===== src/rtl/stat_pkg.sv =====
package stat_pkg;
  localparam int STB_W   = 8;
  localparam int GRP_W   = 16;
  localparam int STD_W   = 8;
  localparam int SEL_W   = 4;
  localparam int N_CFG   = 11;

  // status byte bit positions (decoded by the host)
  localparam int SB_ERRQ = 2;
  localparam int SB_QUES = 3;
  localparam int SB_MAV  = 4;
  localparam int SB_STD  = 5;
  localparam int SB_MSS  = 6;
  localparam int SB_OPER = 7;

  localparam int STD_PON      = 7;
  localparam int QUES_LIM_BIT = 1;

  localparam logic [STD_W-1:0] STD_VALID  = 8'hBD;
  localparam logic [GRP_W-1:0] OPER_VALID = 16'h0013;
  localparam logic [GRP_W-1:0] QUES_VALID = 16'h000F;
  localparam logic [GRP_W-1:0] LIM_VALID  = 16'hFFFF;

  typedef enum logic [SEL_W-1:0] {
    CFG_STD_EN   = 4'd0,
    CFG_SRE      = 4'd1,
    CFG_OPER_PTR = 4'd2,
    CFG_OPER_NTR = 4'd3,
    CFG_OPER_EN  = 4'd4,
    CFG_QUES_PTR = 4'd5,
    CFG_QUES_NTR = 4'd6,
    CFG_QUES_EN  = 4'd7,
    CFG_LIM_PTR  = 4'd8,
    CFG_LIM_NTR  = 4'd9,
    CFG_LIM_EN   = 4'd10
  } cfg_sel_e;
endpackage


===== src/rtl/stat_cfg_decode.sv =====
module stat_cfg_decode #(
  parameter int SEL_W = 4,
  parameter int N_SEL = 11
) (
  input  logic             clk,
  input  logic             rst,
  input  logic             cfg_we,
  input  logic [SEL_W-1:0] cfg_sel,
  output logic [N_SEL-1:0] we_vec
);
  for (genvar i = 0; i < N_SEL; i++) begin : g_dec
    assign we_vec[i] = cfg_we && (cfg_sel == SEL_W'(i));
  end


  one_strobe_chk: assert property (@(posedge clk) disable iff (rst)
    $onehot0(we_vec));
endmodule


===== src/rtl/stat_group.sv =====
module stat_group #(
  parameter int               W          = 16,
  parameter logic [W-1:0]     VALID_MASK = '1,
  parameter bit               EDGE_MODE  = 1'b1,
  parameter logic [W-1:0]     EVT_INIT   = '0
) (
  input  logic         clk,
  input  logic         rst,
  input  logic         clr,
  input  logic [W-1:0] cond_in,
  input  logic         ptr_we,
  input  logic         ntr_we,
  input  logic         en_we,
  input  logic [W-1:0] wdata,
  output logic         summary
);
  logic [W-1:0] evt_q;
  logic [W-1:0] en_q;
  logic [W-1:0] hits;

  if (EDGE_MODE) begin : g_edge
    logic [W-1:0] cond_q;
    logic [W-1:0] ptr_q;
    logic [W-1:0] ntr_q;
    logic [W-1:0] cond_m;
    logic [W-1:0] rise;
    logic [W-1:0] fall;

    assign cond_m = cond_in & VALID_MASK;
    assign rise   = cond_m & ~cond_q;
    assign fall   = ~cond_m & cond_q;
    assign hits   = (rise & ptr_q) | (fall & ntr_q);

    always_ff @(posedge clk) begin
      if (rst) begin
        cond_q <= '0;
        ptr_q  <= '1;
        ntr_q  <= '0;
      end else begin
        cond_q <= cond_m;
        if (ptr_we) ptr_q <= wdata;
        if (ntr_we) ntr_q <= wdata;
      end
    end


    rise_latch_chk: assert property (@(posedge clk) disable iff (rst)
      1'b1 |=> ((evt_q & $past(rise & ptr_q)) == $past(rise & ptr_q)));

    fall_latch_chk: assert property (@(posedge clk) disable iff (rst)
      1'b1 |=> ((evt_q & $past(fall & ntr_q)) == $past(fall & ntr_q)));
  end else begin : g_pulse
    logic unused_filter_we;
    assign unused_filter_we = ptr_we ^ ntr_we;
    assign hits = cond_in & VALID_MASK;


    pulse_latch_chk: assert property (@(posedge clk) disable iff (rst)
      1'b1 |=> ((evt_q & $past(cond_in & VALID_MASK)) == $past(cond_in & VALID_MASK)));
  end

  always_ff @(posedge clk) begin
    if (rst) begin
      evt_q <= EVT_INIT & VALID_MASK;
      en_q  <= '0;
    end else begin
      evt_q <= ((clr ? '0 : evt_q) | hits) & VALID_MASK;
      if (en_we) en_q <= wdata;
    end
  end

  assign summary = |(evt_q & en_q);


  evt_hold_chk: assert property (@(posedge clk) disable iff (rst)
    !clr |=> ((evt_q & $past(evt_q)) == $past(evt_q)));

  clr_empty_chk: assert property (@(posedge clk) disable iff (rst)
    (clr && hits == '0) |=> (evt_q == '0));

  unused_bits_chk: assert property (@(posedge clk) disable iff (rst)
    (evt_q & ~VALID_MASK) == '0);
endmodule


===== src/rtl/stat_byte_core.sv =====
module stat_byte_core
  import stat_pkg::*;
(
  input  logic             clk,
  input  logic             rst,
  input  logic             errq_nonempty,
  input  logic             msg_avail,
  input  logic             ques_sum,
  input  logic             std_sum,
  input  logic             oper_sum,
  input  logic             sre_we,
  input  logic [STB_W-1:0] sre_wdata,
  output logic [STB_W-1:0] status_byte,
  output logic             srq
);
  localparam logic [STB_W-1:0] MSS_MASK = ~(STB_W'(1) << SB_MSS);

  logic [STB_W-1:0] sre_q;
  logic [STB_W-1:0] raw_bits;
  logic [STB_W-1:0] next_byte;
  logic             mss;

  always_comb begin
    raw_bits          = '0;
    raw_bits[SB_ERRQ] = errq_nonempty;
    raw_bits[SB_QUES] = ques_sum;
    raw_bits[SB_MAV]  = msg_avail;
    raw_bits[SB_STD]  = std_sum;
    raw_bits[SB_OPER] = oper_sum;
    mss               = |(raw_bits & sre_q & MSS_MASK);
    next_byte         = raw_bits;
    next_byte[SB_MSS] = mss;
  end

  always_ff @(posedge clk) begin
    if (rst) begin
      sre_q       <= '0;
      status_byte <= '0;
      srq         <= 1'b0;
    end else begin
      if (sre_we) sre_q <= sre_wdata;
      status_byte <= next_byte;
      srq         <= mss;
    end
  end


  low_bits_zero_chk: assert property (@(posedge clk) disable iff (rst)
    status_byte[1:0] == 2'b00);

  errq_follow_chk: assert property (@(posedge clk) disable iff (rst)
    !$past(rst) |-> (status_byte[SB_ERRQ] == $past(errq_nonempty)));

  mav_follow_chk: assert property (@(posedge clk) disable iff (rst)
    !$past(rst) |-> (status_byte[SB_MAV] == $past(msg_avail)));

  mss_mask_chk: assert property (@(posedge clk) disable iff (rst)
    !$past(rst) |-> (srq == |(status_byte & $past(sre_q) & MSS_MASK)));

  srq_match_chk: assert property (@(posedge clk) disable iff (rst)
    srq == status_byte[SB_MSS]);
endmodule


===== src/rtl/stat_byte_top.sv =====
module stat_byte_top
  import stat_pkg::*;
(
  input  logic             clk,
  input  logic             rst,
  input  logic             cfg_we,
  input  logic [SEL_W-1:0] cfg_sel,
  input  logic [GRP_W-1:0] cfg_wdata,
  input  logic             clr_status,
  input  logic [STD_W-1:0] std_evt,
  input  logic             errq_nonempty,
  input  logic             msg_avail,
  input  logic [GRP_W-1:0] oper_cond,
  input  logic [GRP_W-1:0] ques_cond,
  input  logic [GRP_W-1:0] lim_cond,
  output logic [STB_W-1:0] status_byte,
  output logic             srq
);
  logic [N_CFG-1:0] we_vec;
  logic             std_sum;
  logic             oper_sum;
  logic             ques_sum;
  logic             lim_sum;
  logic [GRP_W-1:0] ques_full;

  stat_cfg_decode #(.SEL_W(SEL_W), .N_SEL(N_CFG)) u_dec (
    .clk(clk), .rst(rst), .cfg_we(cfg_we), .cfg_sel(cfg_sel), .we_vec(we_vec)
  );

  stat_group #(
    .W(STD_W), .VALID_MASK(STD_VALID), .EDGE_MODE(1'b0),
    .EVT_INIT(STD_W'(1) << STD_PON)
  ) u_std (
    .clk(clk), .rst(rst), .clr(clr_status), .cond_in(std_evt),
    .ptr_we(1'b0), .ntr_we(1'b0), .en_we(we_vec[CFG_STD_EN]),
    .wdata(cfg_wdata[STD_W-1:0]), .summary(std_sum)
  );

  stat_group #(.W(GRP_W), .VALID_MASK(LIM_VALID), .EDGE_MODE(1'b1)) u_lim (
    .clk(clk), .rst(rst), .clr(clr_status), .cond_in(lim_cond),
    .ptr_we(we_vec[CFG_LIM_PTR]), .ntr_we(we_vec[CFG_LIM_NTR]),
    .en_we(we_vec[CFG_LIM_EN]), .wdata(cfg_wdata), .summary(lim_sum)
  );

  always_comb begin
    ques_full               = ques_cond;
    ques_full[QUES_LIM_BIT] = lim_sum;
  end

  stat_group #(.W(GRP_W), .VALID_MASK(QUES_VALID), .EDGE_MODE(1'b1)) u_ques (
    .clk(clk), .rst(rst), .clr(clr_status), .cond_in(ques_full),
    .ptr_we(we_vec[CFG_QUES_PTR]), .ntr_we(we_vec[CFG_QUES_NTR]),
    .en_we(we_vec[CFG_QUES_EN]), .wdata(cfg_wdata), .summary(ques_sum)
  );

  stat_group #(.W(GRP_W), .VALID_MASK(OPER_VALID), .EDGE_MODE(1'b1)) u_oper (
    .clk(clk), .rst(rst), .clr(clr_status), .cond_in(oper_cond),
    .ptr_we(we_vec[CFG_OPER_PTR]), .ntr_we(we_vec[CFG_OPER_NTR]),
    .en_we(we_vec[CFG_OPER_EN]), .wdata(cfg_wdata), .summary(oper_sum)
  );

  stat_byte_core u_core (
    .clk(clk), .rst(rst), .errq_nonempty(errq_nonempty), .msg_avail(msg_avail),
    .ques_sum(ques_sum), .std_sum(std_sum), .oper_sum(oper_sum),
    .sre_we(we_vec[CFG_SRE]), .sre_wdata(cfg_wdata[STB_W-1:0]),
    .status_byte(status_byte), .srq(srq)
  );
endmodule


===== config.mk =====
export PLATFORM = sky130hd
export DESIGN_NAME = stat_byte_top
export DESIGN_NICKNAME = d
export VERILOG_FILES = /design/src/rtl/stat_pkg.sv /design/src/rtl/stat_cfg_decode.sv /design/src/rtl/stat_group.sv /design/src/rtl/stat_byte_core.sv /design/src/rtl/stat_byte_top.sv
export SDC_FILE = /design/constraint.sdc
export NUM_CORES = 1
export LEC_CHECK = 0
export ABC_AREA = 1
export BUFFER_PORTS_ARGS = -buffer_cell sky130_fd_sc_hd__buf_2
export CAP_MARGIN = 15
export CORE_ASPECT_RATIO = 1.25
export CORE_UTILIZATION = 50
export CTS_BUF_LIST = sky130_fd_sc_hd__clkbuf_8
export CTS_CLUSTER_SIZE = 30
export DETAILED_ROUTE_END_ITERATION = 6
export GPL_ROUTABILITY_DRIVEN = 0
export PLACE_DENSITY = 0.72
export SLEW_MARGIN = 20
export SYNTH_ARGS = -nofsm -noshare
export SYNTH_HDL_FRONTEND = slang
export SYNTH_SLANG_ARGS = --single-unit

===== constraint.sdc =====
create_clock -name clk -period 1.19 [get_ports clk]
set_clock_uncertainty 0.15 [all_clocks]
set_input_delay 0 -clock clk [delete_from_list [all_inputs] [get_ports clk]]
set_output_delay 0 -clock clk [all_outputs]
set_load 0.01 [all_outputs]

==> impl_table.tex <==
\begin{tabular}{lr}
\hline
Metric & Value \\
\hline
\multicolumn{2}{l}{\textbf{Pwr}} \\
Pwr/cell area & 1480 nW/um2 \\
Total design power & 10.5 mW \\
Leakage power figure & 3.46 nW \\
Max IR drop VDD & 1.02 mV \\
\multicolumn{2}{l}{\textbf{Job}} \\
Number of max-cap violations & 0 \\
\multicolumn{2}{l}{\textbf{Critical path}} \\
Endpoint kind of the worst setup timing path & register \\
Reg2Reg Depth & 8 \\
Path type of the worst setup path & register to register \\
Setup slack of the worst register-to-register path & -0.02 ns \\
Worst endpoint data arrival time & 1.40 ns \\
Capture instance of the worst register-to-register path & u\_ques.evt\_q[1] \\
Startpoint of the most critical register-to-register path & u\_lim.evt\_q[13] \\
Maximum fanout along the worst path & 2 \\
Kind of launch point of the worst setup path & register \\
Required time of the worst setup path & 1.38 ns \\
\multicolumn{2}{l}{\textbf{Timing}} \\
Final-layout worst hold slack & -0.137 ns \\
Final Hold Fails & 85 \\
Setup total negative slack & -0.0248 ns \\
Period utilisation layout & 102\% \\
Max Slew Vio Count & 0 \\
Final setup viols & 1 \\
Worst path setup slack after routing & -0.0248 ns \\
Final min period & 1.21 ns \\
Max Freq & 823 MHz \\
RSZ-0062 raised after global routing & yes \\
\multicolumn{2}{l}{\textbf{Yosys}} \\
Xor and xnor fraction of the mapped netlist area & 0\% \\
Most area-consuming cells after synthesis & sky130\_fd\_sc\_hd\_\_dfxtp\_1 52\%, sky130\_fd\_sc\_hd\_\_nand2\_1 12\%, sky130\_fd\_sc\_hd\_\_nor2\_1 9.2\% \\
Proportion of synthesized area in mux cells & 0\% \\
Sequential element share of the synthesized area & 52.2\% \\
Area share of the leading cell type in the synthesized netlist & 52.2\% \\
Instance count of the mapped netlist & 707 \\
Synth Area in Adders & 0\% \\
Synth Register Bits & 138 \\
Netlist cell types & 25 \\
Synth Cell Area & 5290 um2 \\
Fraction of the mapped netlist area in compound gates & 10.7\% \\
Largest family of logic cells by synthesized area & simple AND/OR/NAND/NOR gates \\
Synthesis warning total & 0 \\
Synth Area per Inst & 7.48 um2 \\
Post-synthesis simple-gate area fraction & 28.3\% \\
Area leader, netlist & sky130\_fd\_sc\_hd\_\_dfxtp\_1 \\
\multicolumn{2}{l}{\textbf{Finish}} \\
Commonest cells after routing, fill and taps aside & 161 x sky130\_fd\_sc\_hd\_\_nand2\_1, 137 x sky130\_fd\_sc\_hd\_\_dfxtp\_1, 123 x sky130\_fd\_sc\_hd\_\_nor2\_1, 76 x sky130\_fd\_sc\_hd\_\_dlygate4sd3\_1, 67 x sky130\_fd\_sc\_hd\_\_inv\_1 \\
Number of cells in the finished layout apart from fillers & 989 \\
Final core utilization & 69.4\% \\
Area added between synthesis and finish & 34.0\% \\
Most common library cell in the layout ignoring fill and taps & sky130\_fd\_sc\_hd\_\_nand2\_1 \\
Combined area of the multi-input logic cells & 2120 um2 \\
Antenna Cells & 0 \\
Fill cell instance count of the final layout & 822 \\
FF/Latch Area & 2760 um2 \\
Fraction of layout instances using a drive strength above 1 & 16.2\% \\
Number of nets in the finished design & 930 \\
\multicolumn{2}{l}{\textbf{Place}} \\
Post-placement setup slack & -0.0704 ns \\
Placed Cells & 881 \\
HPWL Detailed & 7950 um \\
Port Buffer Count & 60 \\
\multicolumn{2}{l}{\textbf{Routing}} \\
Total detailed-routing wirelength & 13600 um \\
Drc violations & 0 \\
Routed length per instance & 13.8 um \\
Via density per instance & 5.03 \\
Number of vias after detailed routing & 4975 \\
Starting DRT DRC Count & 246 \\
Router iterations before antenna repair & 5 \\
Routed Antenna Nets & 0 \\
\multicolumn{2}{l}{\textbf{Run status}} \\
Failing checks & hold timing, setup timing \\
Outcome & finished, violations left \\
\multicolumn{2}{l}{\textbf{GRT}} \\
First-pass GRT wire length & 21200 um \\
Maximum number of pins on one net before global-route repair & 67 \\
Overall global routing resource usage & 25.6\% \\
Via count of the first global-routing pass & 4730 \\
Initial antenna violation count & 0 \\
Residual overflow from global routing & 0 \\
\multicolumn{2}{l}{\textbf{CTS}} \\
Clock slew at the register clock pins of the worst setup and hold paths & 0.08 ns \\
TritonCTS Buffers & 17 \\
Insertion delay of the later-clocked pin in the worst-skew pair & 0.44 ns \\
Clock tree from TritonCTS & yes \\
Setup Fix Bufs, Post-CTS & 0 \\
TritonCTS sink count & 138 \\
Cell at the root of the clock tree & sky130\_fd\_sc\_hd\_\_clkbuf\_8 \\
Number of buffers between clock root and the deepest sink & 2 \\
H-Tree Depth & 4 \\
\multicolumn{2}{l}{\textbf{Worst hold path}} \\
Worst hold path class & input port to register \\
Startpoint of the tightest hold check path & rst \\
Worst hold path depth & 3 \\
Destination of the worst hold path & u\_ques.g\_edge.cond\_q[1] \\
\multicolumn{2}{l}{\textbf{Floorplanning}} \\
Full die area & 11000 um2 \\
Die span in x & 94.0 um \\
Die outline height & 117 um \\
Floorplan Core Area & 10200 um2 \\
Total number of placement rows & 41 \\
Top-Level Pins & 91 \\
Starting density of the core & 51.8\% \\
\hline
\end{tabular}
layout make-up:
class	count	share of cell area, %
tap	129	2.28
sequential	138	39.0
timing repair buffer	152	17.8
clock inverter	13	3.50
inverter	76	4.10
clock buffer	18	3.50
multi-input combinational	463	29.8
worst max-delay path, stage by stage (launching register included):
cell                      delay [ns]
sky130_fd_sc_hd__dfxtp_2        0.33
sky130_fd_sc_hd__nand2_1        0.07
sky130_fd_sc_hd__nand2_2        0.06
sky130_fd_sc_hd__nor2_2         0.10
sky130_fd_sc_hd__nand2_2        0.10
sky130_fd_sc_hd__o21ai_2        0.14
sky130_fd_sc_hd__nand3_1        0.07
sky130_fd_sc_hd__nand2_1        0.06
sky130_fd_sc_hd__inv_1          0.03
how the worst max path moves through the flow:
stage | end | start | cells after the start
2_1_floorplan | u_ques.evt_q[1] | u_lim.evt_q[10] | 8
3_3_place_gp | u_core.sre_q[4] | cfg_sel[2] | 7
3_5_place_dp | u_core.sre_q[4] | cfg_sel[2] | 7
4_1_cts | u_ques.evt_q[1] | u_lim.evt_q[13] | 9
5_1_grt | u_ques.evt_q[1] | u_lim.evt_q[0] | 9
6_report | u_ques.evt_q[1] | u_lim.evt_q[13] | 8
registers in the layout, summed over array words and instances (netlist names), 6 cells and up:
signal,count
u_lim.g_edge.cond_q,16
u_core.status_byte,6
u_std.evt_q,6
u_std.en_q,6
u_lim.en_q,16
u_lim.evt_q,16
u_lim.g_edge.ptr_q,16
u_lim.g_edge.ntr_q,16
kinds of logic after synthesis:
group                  count (synthesis)
AO/OA/AOI/OAI                        101
other                                  1
AND/OR/NAND/NOR                      360
buffers and inverters                107
flip-flops                           138
metal layers:
metal	vias up	part of all wire [%]	global-route usage, %
li1	2508	-	-
met1	2299	40	27.8
met2	139	52	46.9
met3	29	5.0	5.94
met4	0	2.4	12.1
met5	-	0	0
power by group:
part	internal (mW)	switching, mW	total (mW)	leakage [nW]
clock network	2.95	1.75	4.70	0.246
logic	0.416	0.464	0.880	2.08
registers	4.79	0.0882	4.88	1.13
synthesized netlist by cell type:
cell type                  instances
sky130_fd_sc_hd__o21ai_0          51
sky130_fd_sc_hd__inv_2             7
sky130_fd_sc_hd__o221ai_1          2
sky130_fd_sc_hd__nand3_4           1
sky130_fd_sc_hd__inv_1            67
sky130_fd_sc_hd__conb_1            1
sky130_fd_sc_hd__clkinv_1          2
sky130_fd_sc_hd__nand3_1          55
sky130_fd_sc_hd__dfxtp_1         138
sky130_fd_sc_hd__clkbuf_1         11
sky130_fd_sc_hd__nand2_1         164
sky130_fd_sc_hd__a31oi_1           1
sky130_fd_sc_hd__o211ai_1         20
sky130_fd_sc_hd__nand2_2           1
sky130_fd_sc_hd__a21oi_1          22
sky130_fd_sc_hd__o21ai_1           5
sky130_fd_sc_hd__nor2_2            4
sky130_fd_sc_hd__buf_2             7
sky130_fd_sc_hd__buf_1             4
sky130_fd_sc_hd__nor2_8            2
sky130_fd_sc_hd__and3_1            2
sky130_fd_sc_hd__nor2_1          129
sky130_fd_sc_hd__nor2_4            2
sky130_fd_sc_hd__buf_4             5
sky130_fd_sc_hd__buf_6             4
what timing repair did:
action                                  4_1_cts  5_1_grt
resized for setup                             2       23
hold buffers                                 78        2
gates cloned                                  0        1
endpoints found under the setup margin        1       42
hold endpoints to repair                    138       55
pin swaps                                     2        3
stage by stage:
step / cell area, um2 / hold slack (ns)
finish: 7090 / -0.137
global route: 7090 / -0.127
CTS: 7020 / -0.156
detailed placement: 5740 / 0.0318
global placement: 5740 / 0.0287
floorplan: 5290 / -0.0616
No activity file was read; power rests on OpenSTA's default activity.
